[config.mk]
export PLATFORM = sky130hd
export DESIGN_NAME = blake2b_g_pipe
export DESIGN_NICKNAME = d
export VERILOG_FILES = /design/src/rtl/blake2b_g_pipe.sv
export SDC_FILE = /design/constraint.sdc
export NUM_CORES = 1
export LEC_CHECK = 0
export ABC_AREA = 1
export BUFFER_PORTS_ARGS = -buffer_cell sky130_fd_sc_hd__buf_4
export CAP_MARGIN = 5
export CORE_AREA = 10 10 421 423
export DETAILED_ROUTE_END_ITERATION = 10
export DIE_AREA = 0 0 431 433
export HOLD_SLACK_MARGIN = 0.12
export PLACE_DENSITY_LB_ADDON = 0.3
export SYNTH_ARGS = -nofsm -noshare
export SYNTH_HDL_FRONTEND = slang
export SYNTH_SLANG_ARGS = --single-unit
[constraint.sdc]
create_clock -name clk -period 17.33 [get_ports clk]
set_input_delay 1.733 -clock clk [delete_from_list [all_inputs] [get_ports clk]]
set_output_delay 1.733 -clock clk [all_outputs]
set_load 0.1 [all_outputs]
[src/rtl/blake2b_g_pipe.sv]
module blake2b_g_pipe (
  input  logic        clk,
  input  logic        rst,
  input  logic        in_valid,
  output logic        in_ready,
  input  logic [63:0] in_a,
  input  logic [63:0] in_b,
  input  logic [63:0] in_c,
  input  logic [63:0] in_d,
  input  logic [63:0] in_x,
  input  logic [63:0] in_y,
  output logic        out_valid,
  input  logic        out_ready,
  output logic [63:0] out_a,
  output logic [63:0] out_b,
  output logic [63:0] out_c,
  output logic [63:0] out_d
);
  localparam int W = 64;

  function automatic logic [W-1:0] rotr(input logic [W-1:0] v, input int n);
    return (v >> n) | (v << (W - n));
  endfunction

  function automatic logic [4*W-1:0] half(input logic [W-1:0] a, b, c, d, m,
                                         input int rd, input int rb);
    logic [W-1:0] na, nb, nc, nd;
    na = a + b + m;
    nd = rotr(d ^ na, rd);
    nc = c + nd;
    nb = rotr(b ^ nc, rb);
    return {na, nb, nc, nd};
  endfunction

  logic           s1_v, s2_v, s2_ready;
  logic [4*W-1:0] s1_st, s2_st;
  logic [W-1:0]   s1_y;
  logic [4*W-1:0] h1, h2;

  assign s2_ready = !s2_v || out_ready;
  assign in_ready = !s1_v || s2_ready;

  assign h1 = half(in_a, in_b, in_c, in_d, in_x, 32, 24);
  assign h2 = half(s1_st[4*W-1:3*W], s1_st[3*W-1:2*W], s1_st[2*W-1:W],
                   s1_st[W-1:0], s1_y, 16, 63);

  always_ff @(posedge clk) begin
    if (rst) begin
      s1_v <= 1'b0;
      s2_v <= 1'b0;
    end else begin
      if (in_ready) s1_v <= in_valid;
      if (s2_ready) s2_v <= s1_v;
    end
  end

  always_ff @(posedge clk) begin
    if (in_ready && in_valid) begin
      s1_st <= h1;
      s1_y  <= in_y;
    end
    if (s2_ready && s1_v) s2_st <= h2;
  end

  assign out_valid = s2_v;
  assign {out_a, out_b, out_c, out_d} = s2_st;
endmodule


==> results of run 1 <==
==> logic make-up after synthesis <==
kind of cell | count (synthesis)
AO/OA/AOI/OAI | 752
flip-flops | 578
adder cells (fa/ha/maj) | 381
XOR/XNOR | 377
AND/OR/NAND/NOR | 2000
buffers and inverters | 697
==> cells in the final DEF (no fill, tap or decap), types with 17 or more instances in the layout <==
| cell | instances |
|---|---|
| sky130_fd_sc_hd__a21oi_1 | 370 |
| sky130_fd_sc_hd__buf_4 | 654 |
| sky130_fd_sc_hd__nor2_1 | 541 |
| sky130_fd_sc_hd__nand4_1 | 27 |
| sky130_fd_sc_hd__xor2_1 | 289 |
| sky130_fd_sc_hd__nor3_1 | 53 |
| sky130_fd_sc_hd__inv_1 | 688 |
| sky130_fd_sc_hd__o21a_1 | 29 |
| sky130_fd_sc_hd__clkbuf_16 | 72 |
| sky130_fd_sc_hd__fa_1 | 130 |
| sky130_fd_sc_hd__ha_1 | 251 |
| sky130_fd_sc_hd__xor2_2 | 19 |
| sky130_fd_sc_hd__nand2_1 | 1053 |
| sky130_fd_sc_hd__edfxtp_1 | 576 |
| sky130_fd_sc_hd__o21bai_1 | 23 |
| sky130_fd_sc_hd__nand3_1 | 232 |
| sky130_fd_sc_hd__nand2_2 | 17 |
| sky130_fd_sc_hd__a21o_1 | 44 |
| sky130_fd_sc_hd__nand3b_1 | 30 |
| sky130_fd_sc_hd__o21ai_0 | 197 |
| sky130_fd_sc_hd__xnor2_1 | 48 |
| sky130_fd_sc_hd__a31oi_1 | 17 |
==> routing by layer <==
layer | share of wire (%) | wire length, um | up-vias | GRT usage, %
met4 | 8.2 | 21400 | 24 | 18.6
met1 | 38 | 97600 | 18700 | 30.4
li1 | - | - | 17300 | -
met3 | 6.7 | 17600 | 462 | 5.44
met2 | 47 | 123000 | 1584 | 45.5
met5 | 0.060 | 157 | - | 0
==> worst reg2reg max path, cell delays in order, from the launching register on <==
cell                       delay, ps
sky130_fd_sc_hd__edfxtp_1        480
sky130_fd_sc_hd__inv_1           110
sky130_fd_sc_hd__fa_1            480
sky130_fd_sc_hd__inv_1            70
sky130_fd_sc_hd__ha_1            240
sky130_fd_sc_hd__inv_1            90
sky130_fd_sc_hd__fa_1            480
sky130_fd_sc_hd__o21ai_2         280
sky130_fd_sc_hd__nand2_1          90
sky130_fd_sc_hd__nand2_1         250
sky130_fd_sc_hd__a21o_1          270
sky130_fd_sc_hd__nand2_1         150
sky130_fd_sc_hd__nand2_1         290
sky130_fd_sc_hd__xor2_1          640
sky130_fd_sc_hd__xor2_1          760
sky130_fd_sc_hd__ha_1            440
sky130_fd_sc_hd__nand2_1         150
sky130_fd_sc_hd__inv_1            60
sky130_fd_sc_hd__a21oi_1         390
sky130_fd_sc_hd__o211ai_2        250
sky130_fd_sc_hd__nand3_1         120
sky130_fd_sc_hd__nand2_1         220
sky130_fd_sc_hd__xor2_1          960
sky130_fd_sc_hd__xor2_1          130
==> Yosys cell counts, drive strengths merged <==
cell type	instances	share of area (%)
nand2	1070	9.7
inv	694	6.2
edfxtp	576	41
nor2	550	5.0
a21oi	376	4.5
xor2	308	6.8
ha	251	7.5
nand3	238	2.9
o21ai	221	2.7
fa	130	6.2
nor3	55	0.68
xnor2	49	1.0
a21o	44	0.79
nand3b	30	0.54
o21a	29	0.52
o21bai	29	0.57
nand4	27	0.40
a31oi	17	0.25
a21boi	16	0.32
o211ai	14	0.31
xor3	14	0.79
nor4	13	0.24
or2	10	0.15
xnor3	6	0.32
and2	3	0.045
buf	3	0.036
a211oi	2	0.036
and3	2	0.030
dfxtp	2	0.095
nand2b	2	0.030
o211a	2	0.048
a31o	1	0.021
o311ai	1	0.021
==> path summary, 6_finish.rpt <==
kind / to / slack, ps / cells after the start
max: s1_st[134]$_DFFE_PP_ / 9030 / 23
min: out_valid$_SDFFE_PP0P_ / 530 / 2
max reg2reg: s2_st[151]$_DFFE_PP_ / 9630 / 23
min reg2reg: out_valid$_SDFFE_PP0P_ / 530 / 2
==> final cells by class <==
| type | count | share of cell area (%) |
|---|---|---|
| multi-input cells | 3510 | 42.3 |
| flip-flops and latches | 578 | 33.3 |
| clock inverters | 45 | 0.928 |
| inverters | 694 | 5.02 |
| diodes | 11 | 0.0529 |
| well taps | 2218 | 5.33 |
| clock buffers | 81 | 3.53 |
| repair buffers | 656 | 9.51 |
==> metrics by stage <==
stage / instance area [sq um] / util (%)
3_3_place_gp: 49700 / 29.4
5_1_grt: 52000 / 30.8
4_1_cts: 52000 / 30.8
6_report: 52000 / 30.8
3_5_place_dp: 49700 / 29.4
2_1_floorplan: 42000 / -
==> sequential cells by signal (all words and copies together) (netlist names) <==
name and flops:
s1_st 256, s1_y 64, s2_st 256, out_valid 1
s1_v 1
==> results.txt, run 1 <==
----------------------------------------------------
[Status]
  Result of the run ... complete, no violations

[Timing]
  Number of pins with negative max-slew slack in the final report ... 0
  Endpoints failing hold ... 0
  Headroom to the max-slew limit ... ~7.4%
  Final critical-path setup slack ... 9030 ps
  Maximum operating frequency ... 0.121 GHz
  Worst Clk Skew ... approximately 56 ps
  Setup repair after global routing missed its margin ... false
  Worst Max-Slew Pin Slew ... 1380 ps
  Final count of negative-setup-slack endpoints ... 0
  Tcrit/Tclk final ... a little under half
  Hold slack final ... 531 ps
  Final min period ... around 8300 ps
  Final TNS setup ... 0 ps

[Floorplanning]
  Die height ... 433 um
  Die area ... 187000 sq um
  Effective utilization at floorplan ... 24.9%
  Die Span X ... 431 um
  Count of pins on the block boundary ... between 600 and 700
  Area of the placeable core ... ~170000 sq um
  Standard-cell rows ... 151

[Final layout]
  Share of layout cells above drive strength 1 ... between 15 and 20%
  Multi-input gate area ... roughly 22000 sq um
  Number of nets in the final layout ... 6279
  Register cell area after layout ... 17300 sq um
  Syn-to-layout area delta ... 24.0%
  Final Non-Filler Cells ... 7793
  Number of fill cells in the layout ... 18000

[Clock network]
  Clock transition at the registers of the reported paths ... around 60 ps
  Clock latency at the later pin of the worst-skew pair ... 700 ps
  Clock buffers created by TritonCTS ... 70
  Number of setup buffers added after CTS ... 0
  Quantity of gates resized following cts ... 0
  H-tree levels ... 3
  Clk root buf ... sky130_fd_sc_hd__clkbuf_16
  CTS sink count ... 578
  Hold buffers post-CTS ... 0
  Clock tree from TritonCTS ... done
  Max Buffers Root-to-Sink ... 3

[Detailed routing]
  TritonRoute pass-1 iters ... 6
  Number of nets with antenna violations after routing ... 0
  Via density per instance ... 4.89
  DRC violation count after routing ... 0
  Total number of vias ... ~38000
  WL/cell ... 33.4 um
  DRC violation total after the first TritonRoute iteration ... 3650
  Total Wirelength ... 260000 um

[Critical path]
  Crit-path cells ... buf_4 > fa_1 > ha_1 > nand2_1 > nor2_1 > inv_1 > nor2_1 > nand2_1 > nand2_1 > inv_1 > nand2_1 > xor2_1 > nand2_1 > nand2_1 > ha_1 > a21oi_1 > nand2_1 > nand2_1 > o211ai_1 > nand2_1 > nand2_1 > xor2_1 > xor2_1
  Worst path bufs/invs ... 3
  Most common cell type on the critical path ... sky130_fd_sc_hd__nand2_1
  Maximum fanout along the worst path ... 5
  Type of the worst setup path ... input port to flop
  Critical Path End Type ... flop
  Origin of the worst setup path ... in_b[36]
  CP delay by family, top ... simple AND/OR/NAND/NOR gates
  Max incr delay on CP ... 1130 ps
  Critical path required time ... 17610 ps
  Cell with the largest stage delay on the worst path ... sky130_fd_sc_hd__xor2_1
  Critical path launch point type ... input port
  Critical R2R Launch ... s1_st[129]$_DFFE_PP_
  CP Data Arrival Time ... 8570 ps

[Synthesis]
  Area share of and/or/nand/nor cells after synthesis ... 19.7%
  Share of cell area taken by muxes after synthesis ... 0%
  Per-instance average area after synthesis ... 8.77 sq um
  Synthesized instance count ... 4785
  Number of synthesized register bits ... roughly 580
  Net count after synthesis ... ~5600
  Area share of xor/xnor cells in the synthesized design ... 8.93%
  Warnings from Yosys ... 0
  Share of the synthesized area in compound gates (AO/OA/AOI/OAI) ... 10.1%
  Largest family of logic cells by synthesized area ... simple AND/OR/NAND/NOR gates
  Cell variety after synth ... 50
  Total standard cell area after synthesis ... approximately 42000 sq um
  Adder-Cell Fraction of Synth Area ... 13.7%
  Sequential share of the synthesized area ... 41.3%

[Placed design]
  Routability Congestion ... just over 1
  Placed cells ... 7656
  Hpwl dp ... between 200000 and 250000 um
  Worst Setup Slack post-DPL ... 8520 ps
  Buffers on Ports ... 645

[Global routing]
  Largest net degree at the start of global routing ... 143
  Total GRT Usage ... a little over a quarter
  Leftover overflow at the end of global routing ... 0
  Vias in the first global route ... 38500
  Initial antenna violation count ... 38
  Wire length of the first global-routing pass ... 336000 um

[Worst hold path]
  Hold Startpoint ... s1_v$_SDFFE_PP0N_
  Worst min path class ... flop to flop

[Flow run]
  Max-Cap Viols ... 0

----------------------------------------------------
Power of run 1 is not shown: default switching activity piles up to over one toggle a cycle in this logic, so the estimate is an artifact.
==> inputs of run 2 (changes only) <==
==> constraint.sdc (replaced) <==
create_clock -name clk -period 7.8 [get_ports clk]
set_input_delay 0.78 -clock clk [delete_from_list [all_inputs] [get_ports clk]]
set_output_delay 0.78 -clock clk [all_outputs]
set_load 0.1 [all_outputs]
==> run 2 against run 1 <==
Final cell count grew 0.76%. Cell area grew 0.91%. Clock-buffer cell count shrank 2. Largest cell class unchanged.
==> results.txt, run 2 (synthesis gave the netlist of run 1 again) <==
----------------------------------------------------
[Status]
  Result of the run ... complete, no violations

[Floorplanning]
  Standard-cell rows ... 151 (unchanged)
  Area of the placeable core ... 169000 sq um (unchanged)
  Effective utilization at floorplan ... 24.9% (unchanged)
  Die height ... 433 um (unchanged)
  Count of pins on the block boundary ... 646 (unchanged)
  Die Span X ... 431 um (unchanged)
  Die area ... 187000 sq um (unchanged)

[Global routing]
  Initial antenna violation count ... 29 (-24%)
  Largest net degree at the start of global routing ... 139 (-2.8%)
  Total GRT Usage ... 26.9% (about the same)
  Vias in the first global route ... 39100 (+1.7%)
  Wire length of the first global-routing pass ... 339000 um (+0.78%)
  Leftover overflow at the end of global routing ... 0 (unchanged)

[Detailed routing]
  Total number of vias ... 38700 (+1.7%)
  DRC violation total after the first TritonRoute iteration ... 3725 (+2.1%)
  TritonRoute pass-1 iters ... 6 (unchanged)
  Total Wirelength ... 260000 um (about the same)
  WL/cell ... 33.1 um (-0.76%)
  Number of nets with antenna violations after routing ... 0 (unchanged)
  Via density per instance ... 4.93 (+0.90%)
  DRC violation count after routing ... 0 (unchanged)

[Timing]
  Final min period ... 7230 ps
  Worst Clk Skew ... 44.6 ps (-11.2 ps)
  Maximum operating frequency ... approximately 0.14 GHz
  Tcrit/Tclk final ... 92.7%
  Hold slack final ... 254 ps (-277 ps)
  Endpoints failing hold ... 0 (unchanged)
  Final critical-path setup slack ... 571 ps (-8460 ps)
  Worst Max-Slew Pin Slew ... 1300 ps (-86.6 ps)
  Number of pins with negative max-slew slack in the final report ... 0 (unchanged)
  Headroom to the max-slew limit ... 13.2% (+5.8 points)
  Final count of negative-setup-slack endpoints ... 0 (unchanged)
  Setup repair after global routing missed its margin ... false

[Final layout]
  Largest registers in the final layout ... s1_st: 256 flops, s2_st: 256 flops, s1_y: 64 flops
  Highest-count cells in the layout ignoring fill and taps ... 1053 x sky130_fd_sc_hd__nand2_1, 713 x sky130_fd_sc_hd__buf_4, 688 x sky130_fd_sc_hd__inv_1
  Leading cell type in the layout, fill and taps excluded ... sky130_fd_sc_hd__nand2_1
  Syn-to-layout area delta ... 25.1%
  Final design instance area without fill ... 52500 sq um (+0.91%)
  Share of layout cells above drive strength 1 ... 16.3% (+0.87 points)
  Number of nets in the final layout ... 6340 (+0.97%)

[Clock network]
  Clock buffers created by TritonCTS ... 71 (+1.4%)
  Clock tree from TritonCTS ... done
  Quantity of gates resized following cts ... 0 (unchanged)
  CTS sink count ... 578 (unchanged)
  Clock latency at the later pin of the worst-skew pair ... 720 ps (+20 ps)
  Max Buffers Root-to-Sink ... 3 (unchanged)
  Clk root buf ... sky130_fd_sc_hd__clkbuf_16
  Clock transition at the registers of the reported paths ... 60 ps (about the same)
  Hold buffers post-CTS ... 0 (unchanged)
  Number of setup buffers added after CTS ... 0 (unchanged)
  H-tree levels ... 3 (unchanged)

[Critical path]
  Critical Path End Type ... flop
  R2R setup slack ... 1080 ps (-8550 ps)
  CP Data Arrival Time ... 7560 ps (-1010 ps)
  Worst reg-to-reg path cell count ... 24 (+4.3%)
  Maximum fanout along the worst path ... 5 (unchanged)
  End of the critical path ... s1_st[132]$_DFFE_PP_
  Worst reg2reg path endpoint ... s2_st[160]$_DFFE_PP_
  Critical path launch point type ... input port
  Max incr delay on CP ... 990 ps (-140 ps)
  Origin of the worst setup path ... in_b[1]
  Type of the worst setup path ... input port to flop
  Critical R2R Launch ... s1_st[152]$_DFFE_PP_
  Critical path required time ... 8130 ps (-9480 ps)
  Cell with the largest stage delay on the worst path ... sky130_fd_sc_hd__xor2_1

[Flow run]
  Max-Cap Viols ... 0 (unchanged)

[Worst hold path]
  Worst min path class ... input port to flop
  Hold Startpoint ... rst

[Placed design]
  Buffers on Ports ... 645 (unchanged)
  Hpwl dp ... 233000 um (-0.32%)
  Post-DP Area ... 50200 sq um (+0.94%)
  Routability Congestion ... 1.02 (about the same)
  Worst Setup Slack post-DPL ... 12.1 ps (-8500 ps)

----------------------------------------------------
run 2: cell count changes in the layout (fill, tap and decap cells not counted), moves of 2 or more:
cell	previous run	this run
sky130_fd_sc_hd__buf_4	654	713
sky130_fd_sc_hd__clkinv_1	10	13
sky130_fd_sc_hd__clkinv_2	9	6
sky130_fd_sc_hd__bufinv_16	8	6
sky130_fd_sc_hd__clkinv_16	0	2
sky130_fd_sc_hd__inv_16	0	2
sky130_fd_sc_hd__inv_8	3	1
run 2: how the worst min path moves through the flow:
stage / depth (start not counted) / endpoint / slack (ps)
finish: 2 / s1_v$_SDFFE_PP0N_ / 250
detailed placement: 2 / s1_v$_SDFFE_PP0N_ / 530
global placement: 2 / out_valid$_SDFFE_PP0P_ / 500
global route: 1 / s1_y[16]$_DFFE_PP_ / 240
CTS: 2 / s1_v$_SDFFE_PP0N_ / 200
floorplan: 2 / out_valid$_SDFFE_PP0P_ / 500
run 2: cell type report:
class                      instances  area (sq um)
fill                           18000        116000
multi-input combinational       3510         22000
sequential                       578         17300
timing repair buffer             716          5410
tap                             2218          2780
inverter                         694          2610
clock buffer                      79          1810
clock inverter                    46           517
antenna                           11          27.5
run 2: stage by stage:
step | cells | utilization [%] | TNS, ps
2_1_floorplan | 4785 | - | 0
4_1_cts | 7841 | 31.1 | 0
3_3_place_gp | 7716 | 29.7 | -117
6_report | 7852 | 31.1 | 0
3_5_place_dp | 7716 | 29.7 | 0
5_1_grt | 7844 | 31.1 | 0
run 2: worst max-delay path, delay by kind of cell:
| family | cells | cell delay (ps) |
|---|---|---|
| fa+ha+maj | 4 | 1530 |
| xor+xnor | 4 | 2330 |
| compound gates | 4 | 990 |
| buf+inv | 7 | 660 |
| simple gates | 9 | 1220 |
run 2: metal layers:
layer  part of all wire [%]  vias up  global-route usage (%)
li1                       -    17500                       -
met3                    5.6      412                    3.84
met4                    6.9       16                    16.2
met1                     39    19200                    31.7
met2                     48     1634                    46.2
met5                  0.040        -                       0
Power of run 2 is left out for the same reason.
